File: config.mk
export PLATFORM = sky130hd
export DESIGN_NAME = bkr_fail_detect
export DESIGN_NICKNAME = d
export VERILOG_FILES = /design/src/rtl/bfd_pkg.sv /design/src/rtl/bfd_pickup_timer.sv /design/src/rtl/bfd_source_path.sv /design/src/rtl/bkr_fail_detect.sv
export SDC_FILE = /design/constraint.sdc
export NUM_CORES = 1
export LEC_CHECK = 0
export ABC_CLOCK_PERIOD_IN_PS = 2470
export BUFFER_PORTS_ARGS = -buffer_cell sky130_fd_sc_hd__buf_2
export CORE_MARGIN = 2
export CORE_UTILIZATION = 63
export CTS_CLUSTER_SIZE = 16
export DETAILED_ROUTE_END_ITERATION = 10
export PLACE_DENSITY = 0.88
export SETUP_SLACK_MARGIN = 0.2
export SLEW_MARGIN = 0
export SYNTH_ARGS = -nofsm -noshare
export SYNTH_HDL_FRONTEND = slang
export SYNTH_SLANG_ARGS = --single-unit
File: constraint.sdc
create_clock -name clk -period 2.47 [get_ports clk]
set_clock_uncertainty 0.1 [all_clocks]
set_input_delay 0.247 -clock clk [delete_from_list [all_inputs] [get_ports clk]]
set_output_delay 0.247 -clock clk [all_outputs]
set_load 0.01 [all_outputs]
File: src/rtl/bfd_pkg.sv
package bfd_pkg;

    typedef enum logic {
        BFD_MODE_GATED = 1'b0,
        BFD_MODE_MULTI = 1'b1
    } bfd_mode_e;

    typedef enum logic [1:0] {
        TMR_IDLE = 2'd0,
        TMR_RUN  = 2'd1,
        TMR_DONE = 2'd2
    } tmr_state_e;

    localparam int unsigned BFD_PHASES = 3;
    localparam int unsigned BFD_PATHS  = BFD_PHASES + 1;

    // True when at least two of the three bits are set.
    function automatic logic vote_two(input logic [2:0] v);
        return (v[0] & v[1]) | (v[0] & v[2]) | (v[1] & v[2]);
    endfunction

endpackage

File: src/rtl/bfd_pickup_timer.sv
module bfd_pickup_timer
    import bfd_pkg::*;
#(
    parameter int unsigned CW = 8
) (
    input  logic          clk,
    input  logic          rst,
    input  logic          run,
    input  logic [CW-1:0] pick,
    output logic          reach
);

    localparam logic [CW-1:0] CNT_MAX = '1;
    localparam logic [CW-1:0] CNT_ONE = CW'(1);

    tmr_state_e    state_q, state_d;
    logic [CW-1:0] cnt_q, cnt_d;

    // State register
    always_ff @(posedge clk) begin
        if (rst) begin
            state_q <= TMR_IDLE;
            cnt_q   <= '0;
        end else begin
            state_q <= state_d;
            cnt_q   <= cnt_d;
        end
    end

    // Next-state logic
    always_comb begin
        state_d = state_q;
        cnt_d   = cnt_q;
        unique case (state_q)
            TMR_IDLE: begin
                if (run) begin
                    cnt_d   = CNT_ONE;
                    state_d = (CNT_ONE == CNT_MAX) ? TMR_DONE : TMR_RUN;
                end
            end
            TMR_RUN: begin
                if (!run) begin
                    cnt_d   = '0;
                    state_d = TMR_IDLE;
                end else begin
                    cnt_d = cnt_q + CNT_ONE;
                    if (cnt_d == CNT_MAX) begin
                        state_d = TMR_DONE;
                    end
                end
            end
            TMR_DONE: begin
                if (!run) begin
                    cnt_d   = '0;
                    state_d = TMR_IDLE;
                end
            end
            default: begin
                cnt_d   = '0;
                state_d = TMR_IDLE;
            end
        endcase
    end

    // Output: reached while the input is live and enough ticks have elapsed
    always_comb begin
        reach = run && (cnt_q >= pick);
    end

endmodule

File: src/rtl/bfd_source_path.sv
module bfd_source_path
    import bfd_pkg::*;
#(
    parameter int unsigned CW = 8
) (
    input  logic          clk,
    input  logic          rst,
    input  bfd_mode_e     mode,
    input  logic          init,
    input  logic          cur,
    input  logic          vote_ok,
    input  logic [CW-1:0] fail_pick,
    input  logic [CW-1:0] retrip_pick,
    output logic          fail_q,
    output logic          retrip_q
);

    logic run_q_in;
    logic fail_reach;
    logic rt_reach;
    logic fail_gate;
    logic fail_d;
    logic rt_d;

    // Timer qualification per mode
    always_comb begin
        unique case (mode)
            BFD_MODE_GATED: begin
                run_q_in  = init & cur;
                fail_gate = 1'b1;
            end
            BFD_MODE_MULTI: begin
                run_q_in  = init;
                fail_gate = cur & vote_ok;
            end
            default: begin
                run_q_in  = 1'b0;
                fail_gate = 1'b0;
            end
        endcase
    end

    bfd_pickup_timer #(.CW(CW)) u_fail_tmr (
        .clk   (clk),
        .rst   (rst),
        .run   (run_q_in),
        .pick  (fail_pick),
        .reach (fail_reach)
    );

    bfd_pickup_timer #(.CW(CW)) u_rt_tmr (
        .clk   (clk),
        .rst   (rst),
        .run   (run_q_in),
        .pick  (retrip_pick),
        .reach (rt_reach)
    );

    always_comb begin
        fail_d = fail_reach & fail_gate;
        rt_d   = rt_reach;
    end

    // Output register, zero dropout
    always_ff @(posedge clk) begin
        if (rst) begin
            fail_q   <= 1'b0;
            retrip_q <= 1'b0;
        end else begin
            fail_q   <= fail_d;
            retrip_q <= rt_d;
        end
    end

endmodule

File: src/rtl/bkr_fail_detect.sv
module bkr_fail_detect
    import bfd_pkg::*;
#(
    parameter int unsigned CW = 8
) (
    input  logic          clk,
    input  logic          rst,
    input  logic          mode_sel,
    input  logic [2:0]    oc,
    input  logic          init_3p,
    input  logic [2:0]    init_ph,
    input  logic [CW-1:0] fail_pick,
    input  logic [CW-1:0] retrip_pick,
    output logic          fail_any,
    output logic [2:0]    fail_ph,
    output logic          retrip_any,
    output logic [2:0]    retrip_ph
);

    localparam int unsigned TP_IDX = BFD_PATHS - 1;

    bfd_mode_e             mode_q;
    logic                  vote_ok;
    logic [BFD_PATHS-1:0]  path_init;
    logic [BFD_PATHS-1:0]  path_cur;
    logic [BFD_PATHS-1:0]  path_fail;
    logic [BFD_PATHS-1:0]  path_rt;

    // Mode captured only while reset is asserted
    always_ff @(posedge clk) begin
        if (rst) begin
            mode_q <= bfd_mode_e'(mode_sel);
        end
    end

    always_comb begin
        vote_ok = vote_two(init_ph | {BFD_PHASES{init_3p}});
        path_init = {init_3p, init_ph};
        path_cur  = {|oc, oc};
    end

    for (genvar g = 0; g < BFD_PATHS; g++) begin : g_path
        bfd_source_path #(.CW(CW)) u_path (
            .clk         (clk),
            .rst         (rst),
            .mode        (mode_q),
            .init        (path_init[g]),
            .cur         (path_cur[g]),
            .vote_ok     (vote_ok),
            .fail_pick   (fail_pick),
            .retrip_pick (retrip_pick),
            .fail_q      (path_fail[g]),
            .retrip_q    (path_rt[g])
        );
    end

    always_comb begin
        fail_ph    = path_fail[BFD_PHASES-1:0];
        retrip_ph  = path_rt[BFD_PHASES-1:0];
        fail_any   = (|path_fail[BFD_PHASES-1:0]) | path_fail[TP_IDX];
        retrip_any = (|path_rt[BFD_PHASES-1:0]) | path_rt[TP_IDX];
    end

endmodule

==> results.py, run 1 <==
metrics = {
    "detailed_routing": {
        "wirelength_um": 16800,
        "vias": 6360,
        "drc": 0,
        "drt_iter0_drc": 506,
        "viasPerCell": 6.46,
        "antenna_left": 0,
        "dr.pass1.iters": 7,
        "wl_per_cell_um": 17.1,
    },
    "final_layout": {
        "syn_to_final_growth_pct": 6.69,
        "drive_gt1_share_pct": 7.79,
        "fillers": 866,
        "multi_input_area_um2": 4560,
        "finalNetCount": 948,
        "seq_area_um2": 1790,
    },
    "floorplanning": {
        "num_rows": 37,
        "die_h_um": 107,
        "initial_core_util_pct": 64.8,
        "dieArea_um2": 11400,
        "ios": 34,
        "die_x_um": 107,
        "core_region_area_um2": 10300,
    },
    "yosys": {
        "seq_area_frac_synth_pct": 26.9,
        "yosys_warnings": 0,
        "synth_flop_cell": "dfxtp_1",
        "synth_cell_type_count": 69,
        "netlist_area_um2": 6660,
        "synth_edf_count": 1,
        "synthArstFlopShare_pct": 0,
        "syn_area_per_cell_um2": 8.00,
        "syn_nets": 938,
        "yosys-top-cells-count": "91 x nor2_1, 88 x dfxtp_1, 80 x ha_1",
        "yosysMostFrequentCell": "nor2_1",
        "synth-seq-cells": 89,
        "netlist_top_cells_area": "dfxtp_1 26%, ha_1 15%, nor2_1 5.1%",
        "yosys.area.top_type_share_pct": 26.5,
        "yosys.area.top_type": "dfxtp_1",
        "synth_cells": 832,
    },
    "worst_setup_path": {
        "crit_required_ns": 2.66,
        "cp_max_fo": 8,
        "ff2ff_setup_slack_ns": 0.37,
        "rr_startpoint": "g_path[2].u_path.u_fail_tmr.cnt_q[1]",
        "critPathSlowestCell": "dfxtp_1",
        "timing.rr.end": "g_path[2].u_path.u_fail_tmr.state_q[0]",
        "path_class": "reg2reg",
        "crit_chain": "ha_2 > nand3_1 > nor3_1 > o211ai_1 > or4_1 > nor2b_1",
        "crit_buf_inv": 0,
        "rr_worst_depth": 6,
        "startpoint": "g_path[2].u_path.u_fail_tmr.cnt_q[1]",
        "start_kind": "flip-flop",
        "arrival_ns": 2.28,
        "crit_path_end_kind": "flip-flop",
        "cp_top_family": "simple AND/OR/NAND/NOR gates",
        "cp_slowest_stage_delay_ns": 0.49,
    },
    "timing": {
        "tns_ns": 0,
        "period_needed_ns": 2.10,
        "fmax_mhz": 477,
        "setup_viol_count_final": 0,
        "worst_slew_margin_rel_pct": 44.7,
        "rsz0062_at_grt": "false",
        "slew_viol_final": 0,
        "hold_viol_final": 0,
        "fin_crit_sh_pct": 84.9,
        "tightest_slew_ns": 0.828,
    },
    "placement": {
        "gp_congestion": 0.947,
        "portBuffers": 33,
        "dp_hpwl_um": 12100,
    },
    "pwr": {
        "power.leakage_uw": 0.00284,
        "power.total_uw": 2990,
        "peakVddDrop_uv": 271,
        "powerDensity_nw_per_um2": 421,
    },
    "global_route": {
        "grt_pass1_wl_um": 28100,
        "antenna_found_initial": 1,
        "grt_max_degree": 78,
        "grt_util_all_layers_pct": 30.1,
        "overflow": 0,
        "grt_pass1_vias": 6005,
    },
    "clocking": {
        "worstSkewPairLatency_ns": 0.38,
        "clkSinkCount": 89,
        "cts_root_buf": "clkbuf_8",
        "clkTransAtPathRegs_ns": 0.10,
        "cts_tree": "done",
        "post-cts-setup-buffers": 0,
        "clock_path_buffers": 2,
        "cts_max_level": 3,
        "numCtsBuffers": 9,
    },
    "flow_run": {
        "drv_cap": 0,
    },
    "hold_path": {
        "min_from": "init_ph[1]",
        "holdCritPathClass": "in2reg",
        "min_to": "g_path[1].u_path.fail_q",
        "hold_depth": 3,
    },
    "outcome": {
        "status": "complete, no violations",
    },
}
[metal layers]
metal,vias to the layer above,global-route usage [%],wire length (µm)
met5,-,0,0
met4,0,14.4,469
met3,44,3.16,922
met2,255,51.7,8110
met1,2975,37.8,7300
li1,3086,-,-
[worst max-delay path by stage]
| stage | endpoint | slack [ns] | cells past startpoint |
|---|---|---|---|
| global placement | g_path[2].u_path.u_fail_tmr.state_q[0] | 0.48 | 6 |
| detailed placement | g_path[1].u_path.u_fail_tmr.state_q[1] | 0.38 | 5 |
| floorplan | g_path[2].u_path.u_fail_tmr.state_q[0] | 0.56 | 6 |
| CTS | g_path[1].u_path.u_fail_tmr.state_q[1] | 0.33 | 5 |
| finish | g_path[2].u_path.u_fail_tmr.state_q[0] | 0.37 | 6 |
| global route | g_path[1].u_path.u_fail_tmr.state_q[1] | 0.23 | 5 |
[final cells by class]
type	instances	share of cell area [%]
flip-flops and latches	89	25.2
repair buffers	41	3.38
diodes	1	0.0352
inverters	32	1.69
well taps	136	2.39
clock buffers	12	2.34
multi-input cells	669	64.2
clock inverters	4	0.775
[repair_timing]
| item | CTS | global route |
|---|---|---|
| hold endpoints to repair | 1 | 0 |
| hold buffers | 1 | 0 |
| endpoints found under the setup margin | 0 | 4 |
| gates resized for setup | 0 | 2 |
[where the power goes]
group          total (µW)  switching [µW]  internal (µW)
logic                 361             229            131
registers            1500            44.1           1460
clock network        1130             561            565
[logic make-up after synthesis]
| family | Yosys count | synth area share (%) |
|---|---|---|
| mux | 2 | 0.319 |
| fa+ha+maj | 81 | 15.2 |
| simple gates | 332 | 25.0 |
| buf+inv | 74 | 4.75 |
| xor+xnor | 37 | 4.87 |
| compound gates | 217 | 23.0 |
| flops | 89 | 26.9 |
[flip-flops by register name, indices dropped and copies added (netlist names)]
name,cells
g_path.u_path.retrip_q,4
g_path.u_path.u_fail_tmr.cnt_q,32
g_path.u_path.u_rt_tmr.cnt_q,32
mode_q,1
g_path.u_path.u_fail_tmr.state_q,8
g_path.u_path.u_rt_tmr.state_q,8
g_path.u_path.fail_q,4
[worst reg2reg max path: stages, from the launching register on]
cell      delay, ns
dfxtp_1        0.49
ha_2           0.31
nand3_1        0.20
nor3_1         0.20
o211ai_1       0.11
or4_1          0.45
nor2b_1        0.15
[layout by cell type, fill, tap and decap left out, types with 9 or more instances in the layout]
cell / instances
nor2_1: 91
dfxtp_1: 88
ha_1: 79
nand2_1: 63
a21oi_1: 58
nand3_1: 44
buf_2: 33
inv_1: 32
nor3_1: 26
o21ai_0: 24
xnor2_1: 20
nor2b_1: 20
nand2b_1: 17
xor2_1: 17
a21o_1: 13
nor4_1: 11
or3_1: 10
a211oi_1: 10
and3_1: 10
clkbuf_8: 10
a22oi_1: 9
a31oi_1: 9
[metrics by stage]
stage	setup slack [ns]	area [µm²]	std cells	utilization (%)	hold WS [ns]
floorplan	0.559	6660	832	-	0.246
global route	0.234	7110	984	69.1	0.108
detailed placement	0.382	6860	966	66.8	0.364
finish	0.373	7110	984	69.1	0.101
global placement	0.481	6860	966	66.8	0.361
CTS	0.334	7100	983	69.0	0.0874
(Power assumes the default switching activity.)
==> run 2, diff against run 1 <==
--- a/config.mk
+++ b/config.mk
@@ -5,13 +5,14 @@
 export SDC_FILE = /design/constraint.sdc
 export NUM_CORES = 1
 export LEC_CHECK = 0
-export ABC_CLOCK_PERIOD_IN_PS = 2470
+export ABC_AREA = 1
+export ABC_CLOCK_PERIOD_IN_PS = 1880
 export BUFFER_PORTS_ARGS = -buffer_cell sky130_fd_sc_hd__buf_2
 export CORE_MARGIN = 2
-export CORE_UTILIZATION = 63
+export CORE_UTILIZATION = 56
 export CTS_CLUSTER_SIZE = 16
 export DETAILED_ROUTE_END_ITERATION = 10
-export PLACE_DENSITY = 0.88
+export PLACE_DENSITY = 0.83
 export SETUP_SLACK_MARGIN = 0.2
 export SLEW_MARGIN = 0
 export SYNTH_ARGS = -nofsm -noshare
==> constraint.sdc (replaced) <==
create_clock -name clk -period 1.88 [get_ports clk]
set_clock_uncertainty 0.1 [all_clocks]
set_input_delay 0.188 -clock clk [delete_from_list [all_inputs] [get_ports clk]]
set_output_delay 0.188 -clock clk [all_outputs]
set_load 0.01 [all_outputs]
==> results.py, run 2 <==
metrics = {
    "global_route": {
        "overflow": 0,
        "grt_max_degree": 20,
        "grt_util_all_layers_pct": 25.2,
        "antenna_found_initial": 0,
        "grt_pass1_wl_um": 24200,
        "grt_pass1_vias": 5391,
    },
    "floorplanning": {
        "core_region_area_um2": 10900,
        "ios": 34,
        "die_x_um": 110,
        "dieArea_um2": 12000,
        "num_rows": 38,
        "initial_core_util_pct": 57.5,
        "die_h_um": 110,
    },
    "yosys": {
        "synth_cells": 923,
        "synth_flop_cell": "dfxtp_1",
        "syn_area_per_cell_um2": 6.78,
        "synthArstFlopShare_pct": 0,
        "syn_nets": 1029,
        "seq_area_frac_synth_pct": 28.6,
        "netlist_area_um2": 6260,
        "yosysMostFrequentCell": "nand2_1",
        "yosys-top-cells-count": "241 x nand2_1, 127 x inv_1, 97 x a21oi_1",
        "yosys.area.top_type_share_pct": 28.2,
        "synth-seq-cells": 89,
        "synth_edf_count": 1,
        "yosys_warnings": 0,
        "yosys.area.top_type": "dfxtp_1",
        "synth_cell_type_count": 39,
        "netlist_top_cells_area": "dfxtp_1 28%, ha_1 16%, nand2_1 14%",
    },
    "placement": {
        "gp_congestion": 0.874,
        "dp_hpwl_um": 11000,
        "dpl_cell_area_um2": 6600,
        "portBuffers": 33,
    },
    "outcome": {
        "status": "complete, no violations",
    },
    "clocking": {
        "clkTransAtPathRegs_ns": 0.09,
        "worstSkewPairLatency_ns": 0.38,
        "cts_max_level": 3,
        "cts_root_buf": "clkbuf_8",
        "clock_path_buffers": 2,
        "cts_tree": "done",
        "clkSinkCount": 89,
        "numCtsBuffers": 9,
    },
    "final_layout": {
        "reg_top3": "g_path.u_path.u_fail_tmr.cnt_q (32), g_path.u_path.u_rt_tmr.cnt_q (32)",
        "drive_gt1_share_pct": 11.6,
        "n_antenna_cell": 0,
        "fillers": 990,
        "syn_to_final_growth_pct": 10.8,
        "final_util_pct": 63.7,
        "layout_commonest_cell": "nand2_1",
        "finalInstanceArea_um2": 6930,
        "finalNetCount": 1077,
        "mostFrequentLayoutCells": "238 x nand2_1, 124 x inv_1, 97 x a21oi_1",
    },
    "detailed_routing": {
        "drc": 0,
        "drt_iter0_drc": 291,
        "wl_per_cell_um": 12.9,
        "viasPerCell": 5.33,
        "dr.pass1.iters": 5,
        "antenna_left": 0,
        "vias": 5953,
        "wirelength_um": 14400,
    },
    "timing": {
        "period_needed_ns": 1.65,
        "tns_ns": 0,
        "slew_viol_final": 0,
        "setup_viol_count_final": 0,
        "fin_crit_sh_pct": 88.0,
        "fmax_mhz": 605,
        "tightest_slew_ns": 0.390,
        "worst_slew_margin_rel_pct": 73.8,
        "rsz0062_at_grt": "true",
        "hold_viol_final": 0,
    },
    "pwr": {
        "peakVddDrop_uv": 343,
        "powerDensity_nw_per_um2": 552,
        "power.leakage_uw": 0.00318,
    },
    "worst_setup_path": {
        "arrival_ns": 1.37,
        "crit_required_ns": 1.59,
        "critPathSlowestCell": "or4_4",
        "cp_slowest_stage_delay_ns": 0.52,
        "path_class": "reg2out",
        "start_kind": "flip-flop",
        "crit_path_end_kind": "output port",
        "cp_max_fo": 2,
        "crit_chain": "or4_4 > buf_2",
    },
    "hold_path": {
        "holdCritPathClass": "in2reg",
    },
    "flow_run": {
        "drv_cap": 0,
    },
}
## run 2: cell count changes after synthesis, sizes merged, moves of 20 or more
| cell | delta |
|---|---|
| nor3 | -21 |
| nand2 | +179 |
| nor2 | -20 |
| inv | +97 |
| a21oi | +39 |
| nand4 | +21 |
| nand3 | +32 |
## run 2: cell families after synthesis
family / after synthesis / synth area share (%)
buffers and inverters: 146 / 9.14
XOR/XNOR: 13 / 1.82
AO/OA/AOI/OAI: 153 / 14.0
flip-flops: 89 / 28.6
adder cells (fa/ha/maj): 80 / 16.0
AND/OR/NAND/NOR: 442 / 30.5
## run 2: path summary, 6_finish.rpt
kind | startpoint | endpoint | depth (start not counted) | slack, ns
worst max-delay path | g_path[1].u_path.retrip_q | retrip_any | 2 | 0.23
worst min-delay path | rst | g_path[3].u_path.u_rt_tmr.cnt_q[6] | 2 | 0.08
worst max register to register | g_path[0].u_path.u_rt_tmr.cnt_q[0] | g_path[0].u_path.u_rt_tmr.state_q[1] | 7 | 0.26
worst min register to register | g_path[0].u_path.u_rt_tmr.state_q[0] | g_path[0].u_path.u_rt_tmr.cnt_q[0] | 1 | 0.32
## run 2: stage by stage
step                instances  setup WS (ns)  hold WS, ns  power [µW]
floorplan                 923          0.402        0.187        2260
global placement         1092          0.245        0.271        2400
detailed placement       1092         0.0846        0.269        2410
CTS                      1109          0.203       0.0739        3810
global route             1116          0.114        0.117        3980
finish                   1116          0.226       0.0810        3830
## run 2: per-layer routing
metal	wire length, µm	vias up	GRT usage, %	share of wire, %
li1	-	3146	-	-
met1	6770	2648	33.0	47
met2	6550	134	41.7	46
met3	715	25	3.14	5.0
met4	334	0	10.6	2.3
met5	0	-	0	0
## run 2: layout make-up
type                       count  area [µm²]  share of cell area [%]
timing repair buffer          52         310                    4.47
multi-input combinational    688        3940                    56.8
tap                          140         175                    2.53
inverter                     131         492                    7.09
sequential                    89        1810                    26.1
clock inverter                 4        51.3                   0.740
clock buffer                  12         155                    2.24
## run 2: power breakdown
part | internal (µW) | switching, µW | leakage, µW
sequential | 1920 | 33.3 | 0.000729
clock | 689 | 733 | 0.000103
combinational | 157 | 295 | 0.00235
## run 2: worst max-delay path, delay by kind of cell (launching register included)
family	cells	cell delay [ns]
and+or+nand+nor	1	0.52
DFF	1	0.32
buffers and inverters	1	0.15
## run 2: repair_timing
action / CTS / global route
gates resized for setup: 1 / 33
hold buffers: 1 / 0
buffers inserted: 0 / 7
hold endpoints to repair: 1 / 0
endpoints found under the setup margin: 1 / 61
pin swaps: 0 / 6
